### config.mk
export PLATFORM = sky130hd
export DESIGN_NAME = rom_prefetch_arb
export DESIGN_NICKNAME = d
export VERILOG_FILES = /design/src/rtl/rpa_pkg.sv /design/src/rtl/rpa_host_regs.sv /design/src/rtl/rpa_seq.sv /design/src/rtl/rpa_fifo.sv /design/src/rtl/rom_prefetch_arb.sv
export SDC_FILE = /design/constraint.sdc
export NUM_CORES = 1
export LEC_CHECK = 0
export CAP_MARGIN = 10
export CORE_MARGIN = 2
export CORE_UTILIZATION = 49
export CTS_CLUSTER_DIAMETER = 40
export CTS_CLUSTER_SIZE = 16
export DETAILED_ROUTE_END_ITERATION = 6
export PLACE_DENSITY = 0.83
export SLEW_MARGIN = 20
export SYNTH_ARGS = -nofsm -noshare
export SYNTH_HDL_FRONTEND = slang
export SYNTH_SLANG_ARGS = --single-unit
export TNS_END_PERCENT = 20
### constraint.sdc
create_clock -name clk_i -period 3.4 [get_ports clk_i]
set_input_delay 0.68 -clock clk_i [delete_from_list [all_inputs] [get_ports clk_i]]
set_output_delay 0.68 -clock clk_i [all_outputs]
set_load 0.1 [all_outputs]
### src/rtl/rpa_pkg.sv
package rpa_pkg;
  localparam int unsigned NUM_SLOTS  = 6;
  localparam int unsigned SLOT_W     = 3;
  localparam int unsigned SLOT_HDR   = 0;
  localparam int unsigned SLOT_NXT   = 1;
  localparam int unsigned SLOT_FIFO0 = 2;

  typedef logic [SLOT_W-1:0] slot_t;
endpackage

### src/rtl/rpa_host_regs.sv
module rpa_host_regs #(
  parameter int unsigned HOST_AW   = 24,
  parameter int unsigned DATA_W    = 8,
  parameter int unsigned ADDR_W    = 24,
  parameter logic [15:0] TRIG_ADDR = 16'h4801,
  parameter logic [15:0] BASE_REG  = 16'h4802
) (
  input  logic               clk_i,
  input  logic               rst_ni,
  input  logic               wr_ni,
  input  logic [HOST_AW-1:0] addr_i,
  input  logic [DATA_W-1:0]  data_i,
  output logic               trig_o,
  output logic [ADDR_W-1:0]  base_o
);
  localparam int unsigned NBYTES = ADDR_W / DATA_W;

  logic              wr_q;
  logic [15:0]       wa_q;
  logic [DATA_W-1:0] wd_q;
  logic              wr_end;

  always_ff @(posedge clk_i or negedge rst_ni) begin
    if (!rst_ni) begin
      wr_q <= 1'b1;
      wa_q <= '0;
      wd_q <= '0;
    end else begin
      wr_q <= wr_ni;
      if (!wr_ni) begin
        wa_q <= addr_i[15:0];
        wd_q <= data_i;
      end
    end
  end

  // write takes effect on the cycle the strobe releases
  assign wr_end = wr_ni & ~wr_q;
  assign trig_o = wr_end && (wa_q == TRIG_ADDR);

  for (genvar b = 0; b < NBYTES; b++) begin : g_base
    always_ff @(posedge clk_i or negedge rst_ni) begin
      if (!rst_ni) begin
        base_o[b*DATA_W +: DATA_W] <= '0;
      end else if (wr_end && (wa_q == BASE_REG + 16'(b))) begin
        base_o[b*DATA_W +: DATA_W] <= wd_q;
      end
    end
  end
endmodule

### src/rtl/rpa_seq.sv
module rpa_seq
  import rpa_pkg::*;
#(
  parameter int unsigned ADDR_W = 24,
  parameter int unsigned RD_CYC = 3
) (
  input  logic              clk_i,
  input  logic              rst_ni,
  input  logic              host_idle_i,
  input  logic              trig_i,
  input  logic [ADDR_W-1:0] base_i,
  output logic              steal_o,
  output logic              commit_o,
  output slot_t             slot_o,
  output logic [ADDR_W-1:0] fetch_addr_o,
  output logic              done_o
);
  localparam int unsigned CNT_W = (RD_CYC > 1) ? $clog2(RD_CYC) : 1;
  localparam logic [CNT_W-1:0] CNT_LAST = CNT_W'(RD_CYC - 1);

  logic             armed_q;
  slot_t            slot_q;
  logic [CNT_W-1:0] cnt_q;
  logic [ADDR_W-1:0] addr_q;
  logic             pending;

  assign pending  = armed_q && (slot_q < slot_t'(NUM_SLOTS));
  assign steal_o  = pending & host_idle_i;
  assign commit_o = steal_o && (cnt_q == CNT_LAST) && !trig_i;

  always_ff @(posedge clk_i or negedge rst_ni) begin
    if (!rst_ni) begin
      armed_q <= 1'b0;
      slot_q  <= '0;
      cnt_q   <= '0;
      addr_q  <= '0;
    end else if (trig_i) begin
      armed_q <= 1'b1;
      slot_q  <= '0;
      cnt_q   <= '0;
      addr_q  <= base_i;
    end else if (commit_o) begin
      slot_q  <= slot_q + slot_t'(1);
      cnt_q   <= '0;
      addr_q  <= addr_q + ADDR_W'(1);
    end else if (steal_o) begin
      cnt_q   <= cnt_q + CNT_W'(1);
    end else begin
      cnt_q   <= '0; // abandoned or not started
    end
  end

  assign slot_o       = slot_q;
  assign fetch_addr_o = addr_q;
  assign done_o       = armed_q && (slot_q == slot_t'(NUM_SLOTS));
endmodule

### src/rtl/rpa_fifo.sv
module rpa_fifo #(
  parameter int unsigned DATA_W = 8,
  parameter int unsigned DEPTH  = 4
) (
  input  logic              clk_i,
  input  logic              rst_ni,
  input  logic              clr_i,
  input  logic              push_i,
  input  logic [DATA_W-1:0] push_data_i,
  input  logic              pop_i,
  output logic [DATA_W-1:0] head_o,
  output logic              empty_o,
  output logic [$clog2(DEPTH):0] level_o
);
  localparam int unsigned PTR_W = $clog2(DEPTH);
  localparam int unsigned LVL_W = PTR_W + 1;

  logic [DATA_W-1:0] mem_q [DEPTH];
  logic [PTR_W-1:0]  wp_q, rp_q;
  logic [LVL_W-1:0]  lvl_q;
  logic              do_push, do_pop;

  assign empty_o = (lvl_q == '0);
  assign do_pop  = pop_i & ~empty_o;
  assign do_push = push_i && (lvl_q != LVL_W'(DEPTH));

  always_ff @(posedge clk_i or negedge rst_ni) begin
    if (!rst_ni) begin
      wp_q  <= '0;
      rp_q  <= '0;
      lvl_q <= '0;
    end else if (clr_i) begin
      wp_q  <= '0;
      rp_q  <= '0;
      lvl_q <= '0;
    end else begin
      if (do_push) wp_q <= (wp_q == PTR_W'(DEPTH - 1)) ? '0 : wp_q + PTR_W'(1);
      if (do_pop)  rp_q <= (rp_q == PTR_W'(DEPTH - 1)) ? '0 : rp_q + PTR_W'(1);
      lvl_q <= lvl_q + LVL_W'(do_push) - LVL_W'(do_pop);
    end
  end

  for (genvar i = 0; i < DEPTH; i++) begin : g_mem
    always_ff @(posedge clk_i or negedge rst_ni) begin
      if (!rst_ni) mem_q[i] <= '0;
      else if (do_push && !clr_i && (wp_q == PTR_W'(i))) mem_q[i] <= push_data_i;
    end
  end

  assign head_o  = mem_q[rp_q];
  assign level_o = lvl_q;
endmodule

### src/rtl/rom_prefetch_arb.sv
module rom_prefetch_arb
  import rpa_pkg::*;
#(
  parameter int unsigned HOST_AW    = 24,
  parameter int unsigned ADDR_W     = 24,
  parameter int unsigned DATA_W     = 8,
  parameter int unsigned RD_CYC     = 3,
  parameter int unsigned FIFO_DEPTH = 4,
  parameter logic [15:0] TRIG_ADDR  = 16'h4801,
  parameter logic [15:0] BASE_REG   = 16'h4802
) (
  input  logic               clk_i,
  input  logic               rst_ni,
  input  logic               host_rd_ni,
  input  logic               host_wr_ni,
  input  logic [HOST_AW-1:0] host_addr_i,
  input  logic [DATA_W-1:0]  host_data_i,
  input  logic               host_rom_sel_i,
  input  logic [DATA_W-1:0]  rom_data_i,
  output logic [ADDR_W-1:0]  rom_addr_o,
  output logic               rom_cs_no,
  output logic               rom_oe_no,
  output logic [DATA_W-1:0]  hdr_data_o,
  output logic [DATA_W-1:0]  nxt_data_o,
  input  logic               fifo_rd_i,
  output logic [DATA_W-1:0]  fifo_data_o,
  output logic               fifo_empty_o,
  output logic               ready_o
);
  localparam int unsigned LVL_W = $clog2(FIFO_DEPTH) + 1;

  logic              trig;
  logic [ADDR_W-1:0] base;
  logic              steal, commit;
  slot_t             slot;
  logic [ADDR_W-1:0] fetch_addr;
  logic [LVL_W-1:0]  fifo_level;
  logic              push;
  logic [DATA_W-1:0] hdr_q, nxt_q;

  rpa_host_regs #(
    .HOST_AW(HOST_AW), .DATA_W(DATA_W), .ADDR_W(ADDR_W),
    .TRIG_ADDR(TRIG_ADDR), .BASE_REG(BASE_REG)
  ) u_regs (
    .clk_i(clk_i), .rst_ni(rst_ni), .wr_ni(host_wr_ni),
    .addr_i(host_addr_i), .data_i(host_data_i),
    .trig_o(trig), .base_o(base)
  );

  rpa_seq #(.ADDR_W(ADDR_W), .RD_CYC(RD_CYC)) u_seq (
    .clk_i(clk_i), .rst_ni(rst_ni),
    .host_idle_i(host_rd_ni & host_wr_ni),
    .trig_i(trig), .base_i(base),
    .steal_o(steal), .commit_o(commit), .slot_o(slot),
    .fetch_addr_o(fetch_addr), .done_o(ready_o)
  );

  assign push = commit && (slot >= slot_t'(SLOT_FIFO0));

  rpa_fifo #(.DATA_W(DATA_W), .DEPTH(FIFO_DEPTH)) u_fifo (
    .clk_i(clk_i), .rst_ni(rst_ni), .clr_i(trig),
    .push_i(push), .push_data_i(rom_data_i), .pop_i(fifo_rd_i),
    .head_o(fifo_data_o), .empty_o(fifo_empty_o), .level_o(fifo_level)
  );

  always_ff @(posedge clk_i or negedge rst_ni) begin
    if (!rst_ni) begin
      hdr_q <= '0;
      nxt_q <= '0;
    end else if (commit) begin
      if (slot == slot_t'(SLOT_HDR)) hdr_q <= rom_data_i;
      if (slot == slot_t'(SLOT_NXT)) nxt_q <= rom_data_i;
    end
  end

  assign hdr_data_o = hdr_q;
  assign nxt_data_o = nxt_q;

  // steal overrides host ROM decode
  assign rom_addr_o = steal ? fetch_addr : ADDR_W'(host_addr_i);
  assign rom_cs_no  = steal ? 1'b0 : ~host_rom_sel_i;
  assign rom_oe_no  = steal ? 1'b0 : ~(host_rom_sel_i & ~host_rd_ni);
endmodule

* Yosys cells after proc, flatten, opt, wreduce, memory -nomap -nowiden
Cells that the tools add are included.
** Storage, ports and cells
- Flip-flop bits (word level) :: 134
- Bits in latches :: 0
- Bits in writable memories :: 0
- ROM bits :: 0
- Bits of input ports :: 46
- Output and inout bits :: 52
- Word-level logic and storage cells :: 96
- Memories kept :: 0
** Operators by class
- Add/sub/neg operators :: 7
- Multipliers :: 0
- Divide/modulo/power cells :: 0
- Order comparisons :: 3
- Equality and inequality tests :: 12
- Shift-type cells :: 0
- Mux-type cells :: 20
- Bitwise operators :: 11
- Reduce and logical (&&, ||, !) cells :: 24
** Operators by type and width (count)
- two-way mux 24 bit :: 3
- equality test 16 x 15 -> 1 bit, second input constant :: 4
- adder 24 x 1 -> 24 bit, second input constant :: 1
- two-way mux 2 bit :: 9
- binary-select mux 8 bit (select 2 bit) :: 1
- two-way mux 8 bit :: 2
- logical AND 1 bit :: 15
- two-way mux 3 bit :: 3
- equality test 2 bit, second input constant :: 4
- adder 2 x 1 -> 2 bit, second input constant :: 3
- zero test 3 bit :: 2
- nonzero test 2 bit :: 3
- AND 1 bit :: 5
- NOT 1 bit :: 5
- AND reduction 2 bit :: 2
- adder 3 x 1 -> 3 bit :: 1
- adder 3 x 1 -> 3 bit, second input constant :: 1
- equality test 3 x 1 -> 1 bit, second input constant :: 1
- equality test 3 bit, second input constant :: 1
- greater-or-equal comparator 3 x 2 -> 1 bit, second input constant :: 1
- greater-or-equal comparator 3 bit, second input constant :: 1
- less-than comparator 3 bit, second input constant :: 1
- != test 3 bit, second input constant :: 1
- NOT 2 -> 3 bit :: 1
- other kinds (5) :: 6

* Longest topological paths before layout
Gate-level depths: netlist of the first run.
- Depth in word-level cells :: 10
- Gate-level depth with buffers :: 13
- Gate-level depth less buffers :: 12

* Modules after synthesis
Synthesis of the first run repeated with hierarchy kept, for this count alone.
** Unflattened totals
- Cells, all modules :: 488
- Area, all modules :: 6655.1 sq um
** By module, submodules not included
- rpa_fifo :: instances 1, cells each 125, area each 2010.7 sq um, sequential area each 975.9 sq um
- rpa_host_regs :: instances 1, cells each 112, area each 1979.4 sq um, sequential area each 1227.4 sq um
- rpa_seq :: instances 1, cells each 184, area each 1731.7 sq um, sequential area each 750.7 sq um
- rom_prefetch_arb :: instances 1, cells each 67, area each 933.4 sq um, sequential area each 400.4 sq um

* Least setup slack after synthesis of the first run
OpenSTA, ideal clock, no wires.
- Path kind :: register to register
- Start :: reg u_fifo.lvl_q[1] (netlist: u_fifo.level_o[1])
- End :: reg u_fifo.lvl_q[2] (netlist: u_fifo.level_o[2])
- Library setup time :: 132 ps
- Arrival time :: 4107 ps
- Data required time :: 3268 ps
- Path slack :: -838 ps
- Cell stages (with the launch flop) :: 12
- Path buffers :: 0
- Period minus slack after synthesis :: 4238 ps
- Cells stage by stage :: dfrtp_1 nor3_1 nand2b_1 inv_1 ha_1 inv_1 ha_1 inv_1 fa_1 xor2_1 xnor2_1 nor2_1
** On the way
- Longest elaborated chain between the ends :: 5
- Elaborated cells on any way between the ends :: 8
- Those cells by class :: add/sub: 2; eq/ne: 1; mux: 1; bitwise: 2; reduce/logical: 2
** Ends and longest elaborated chain
- start: declaration :: line rpa_fifo.sv:20 : logic [LVL_W-1:0] lvl_q;
- start signal: assignment :: line rpa_fifo.sv:39 : lvl_q <= lvl_q + LVL_W'(do_push) - LVL_W'(do_pop);
- zero test 3 bit :: line rpa_fifo.sv:23 : assign empty_o = (lvl_q == '0);
- via fifo_empty_o :: line rom_prefetch_arb.sv:27 : output logic fifo_empty_o,
- NOT 1 bit :: line rpa_fifo.sv:24 : assign do_pop = pop_i & ~empty_o;
- AND 1 bit :: line rpa_fifo.sv:24
- subtractor 3 x 1 -> 3 bit :: line rpa_fifo.sv:39
- two-way mux 3 bit :: line rpa_fifo.sv:32 : end else if (clr_i) begin
The timed path passes the listed nets, and every way through them passes these cells.
A chain may end at the register's enable or synchronous reset.

* Worst setup path in the final report of the first run
- Start :: in host_rd_ni
- End :: out rom_addr_o[7]
** On the way
- Longest elaborated chain between the ends :: 3
** Ends and longest elaborated chain
- start: declaration :: line rom_prefetch_arb.sv:14 : input logic host_rd_ni,
- AND 1 bit :: line rom_prefetch_arb.sv:52 : .host_idle_i(host_rd_ni & host_wr_ni),
- AND 1 bit :: line rpa_seq.sv:28 : assign steal_o = pending & host_idle_i;
- two-way mux 24 bit :: line rom_prefetch_arb.sv:80 : assign rom_addr_o = steal ? fetch_addr : ADDR_W'(host_addr_i);
- end: declaration :: line rom_prefetch_arb.sv:20 : output logic [ADDR_W-1:0] rom_addr_o,
No other way between the ends.

==> results of run 1 <==
[cells in the mapped netlist, types with 2 or more instances]
library cell and n:
a21oi_1 19, and2_1 3, and3_1 10, and4_1 2
and4b_1 2, buf_6 6, clkbuf_1 15, dfrtp_1 133
ha_1 13, inv_1 13, mux2_2 50, mux2_4 48
mux2i_1 2, mux4_2 8, nand2_1 94, nand2b_1 3
nand3_1 13, nand4_1 11, nor2_1 27, nor3_1 10
nor4_1 6, nor4b_1 2, nor4b_4 2, o21ai_0 9
o21ai_1 5, xnor2_1 13, xor2_1 13
[routing by layer]
| metal | vias up | GRT usage | wire length [um] |
|---|---|---|---|
| li1 | 2111 | - | - |
| met1 | 2301 | 0.2774 | 6209 |
| met2 | 164 | 0.3729 | 7531 |
| met3 | 24 | 0.06131 | 920 |
| met4 | 0 | 0.08897 | 343 |
| met5 | - | 0 | 0 |
[state kept, by name, indices dropped and copies added (netlist names)]
| signal | count |
|---|---|
| hdr_data_o | 8 |
| nxt_data_o | 8 |
| u_fifo.level_o | 3 |
| u_fifo.mem_q | 32 |
| u_fifo.rp_q | 2 |
| u_fifo.wp_q | 2 |
| u_regs.base_o | 24 |
| u_regs.wa_q | 16 |
| u_regs.wd_q | 8 |
| u_regs.wr_q | 1 |
| u_seq.armed_q | 1 |
| u_seq.cnt_q | 2 |
| u_seq.fetch_addr_o | 24 |
| u_seq.slot_o | 3 |
[cell families (layout without fill, tap and decap cells)]
family                     after synthesis  in the layout  share of synthesized area
xor gates and xnor gates                26             26                    0.03463
buffers and inverters                   37            152                    0.02873
and+or+nand+nor                        192            192                     0.1442
muxes                                  108            108                     0.2257
adders and majority gates               14             14                    0.02778
AOI/OAI and AO/OA                       36             36                    0.02873
DFF                                    134            134                     0.5102
[stage by stage]
step	worst slack [ns]	setup TNS, ns	std cells
floorplan	-0.4997	-0.5731	547
global placement	0.2338	0	811
detailed placement	0.1371	0	811
CTS	0.3365	0	838
global route	0.2643	0	838
finish	0.3077	0	838
[final cells by class]
| cell class | instances | area (sq um) | area share |
|---|---|---|---|
| Clock buffer | 22 | 474.2 | 0.05577 |
| Sequential cell | 134 | 3354 | 0.3945 |
| Inverter | 13 | 48.80 | 0.005739 |
| Multi-Input combinational cell | 376 | 3037 | 0.3571 |
| Tap cell | 176 | 220.2 | 0.02590 |
| Clock inverter | 5 | 52.55 | 0.006180 |
| Timing Repair Buffer | 112 | 1316 | 0.1548 |
[worst min path at each step]
stage          slack, ns            from  cells after the start                to
3_5_place_dp        0.45  u_seq.cnt_q[0]                      1    u_seq.cnt_q[0]
2_1_floorplan       0.38          rst_ni                      0     hdr_data_o[0]
6_report            0.39          rst_ni                      1     hdr_data_o[4]
4_1_cts             0.41          rst_ni                      1  u_fifo.mem_q[14]
5_1_grt             0.45          rst_ni                      1     hdr_data_o[4]
3_3_place_gp        0.42  u_seq.cnt_q[0]                      1    u_seq.cnt_q[0]
[power breakdown]
group / switching, mW / leakage [nW] / total, mW / internal [mW]
logic: 0.319 / 1.92 / 0.571 / 0.252
clock network: 0.615 / 0.259 / 1.65 / 1.04
registers: 0.115 / 1.79 / 1.77 / 1.66
total: 1.05 / 3.97 / 4.00 / 2.95
==> out/metrics.yaml, run 1 <==
final_antenna_net_count: 0
die_h_um: 119.8
startpoint: "host_rd_ni"
cts_resized: 0
cts_buffer_depth: 2
io_pins: 98
fin_area_sq_um: 8503
synth-edff-count: 0
rr_endpoint: "u_fifo.level_o[2]"
power.total_mw: 3.996
portBuffers: 97
core_area_sq_um: 13190
r2r.worst_path.cells: 10
grt_antenna_before_repair: 0
ctsHoldBuffers: 0
ys_ff_latch: 134
endpoint: "rom_addr_o[7]"
first_pass_iters: 5
r2r_start: "u_seq.slot_o[2]"
num_vias: 4600
postCtsSetupBuffers: 0
grt_overflow: 0
critical_path_class: "in2out"
clock_sinks: 134
yosysTopAreaCell: "dfrtp_1"
synth.avg_cell_area_sq_um: 12.02
rows: 42
start_util: 0.4985
postSynthCellCount: 547
design.die.area_sq_um: 14360
final_layout_size_suffix_gt1_frac: 0.2885
crit_required_ns: 2.72
relSlewSlack: 0.3532
cts.clk_slew.worst_paths_ns: 0.05
synthArstFlopShare: 1.000
r2r_slack_ns: 0.84
n_antenna_cell: 0
tightest_slew_ns: 0.9672
max_cap_viol_count: 0
path_max_fanout: 25
post_dp_cell_area_sq_um: 7976
cp-start-kind: "input port"
cts_buffers: 17
worst_path_largest_cell_delay_ns: 0.47
crit_cells: 8
synth-main-ff-cell: "dfrtp_1"
ys_types: 42
cp.arrival_ns: 2.41
n_fill_cell: 938
hold_violations: 0
max_freq_mhz: 323.4
slew_viol_final: 0
synth-seq-area-share: 0.5102
crit_chain: "clkdlybuf4s50_1, inv_1, a21oi_1, and3_1, buf_4, nand2_1, nand2_1, buf_12"
clock_skew_ns: 0.01273
route.detailed.drc: 0
routed_wl_mm: 15.00
most-common-layout-cells: "133 x dfrtp_1, 94 x nand2_1, 60 x clkdlybuf4s50_1, 50 x mux2_2, 48 x mux2_4"
via_per_inst: 5.489
htree_levels: 4
leakagePower_nw: 3.971
grt_util_all_layers: 0.2238
syn-cell-area_sq_um: 6575
clk-insertion-delay-late_ns: 0.42
endpoint_kind: "output port"
post-route-period-util: 0.9095
vdd_ir_drop_max_v: 0.0003097
final_common_cell: "dfrtp_1"
synth_top_cells_by_area: "dfrtp_1 51%, mux2_4 11%, mux2_2 8.6%"
root_buffer: "clkbuf_16"
synth_warnings: 0
place.gp.congestion: 0.8795
period_minus_slack_ns: 3.092
drt_iter0_drc: 433
grt_pass1_wl_mm: 24.87
die_w_um: 119.8
utilization: 0.6447
cpLargestDelayFamily: "buffers and inverters"
nNetsFinal: 714
crit_path_frequent_cell: "nand2_1"
areaGrowthSynthToFinish_pct: 29.32
hp-class: "in2async"
crit_buf_inv: 4
syn-num-nets: 607
grt_max_degree: 72
holdWs_ns: 0.3884
grt_pass1_vias: 4925
hpwlAfterDp_mm: 11.03
setup_viol: 0
rsz0062_at_grt: "false"
synth_top_area_frac: 0.5062
p_per_area_nw_per_um2: 469.9
critPathSlowestCell: "clkdlybuf4s50_1"
status: "finished, final reports clean"
post_drt_wl_per_cell_um: 17.90
cts_tree: "built"
Power figures use the tool's default switching activity.
==> inputs of run 2 (changes only) <==
SKIP_LAST_GASP = 1   (was default)
==> results of run 2 <==
Same layout as run 1: the final DEF is identical, and so are final timing and power.
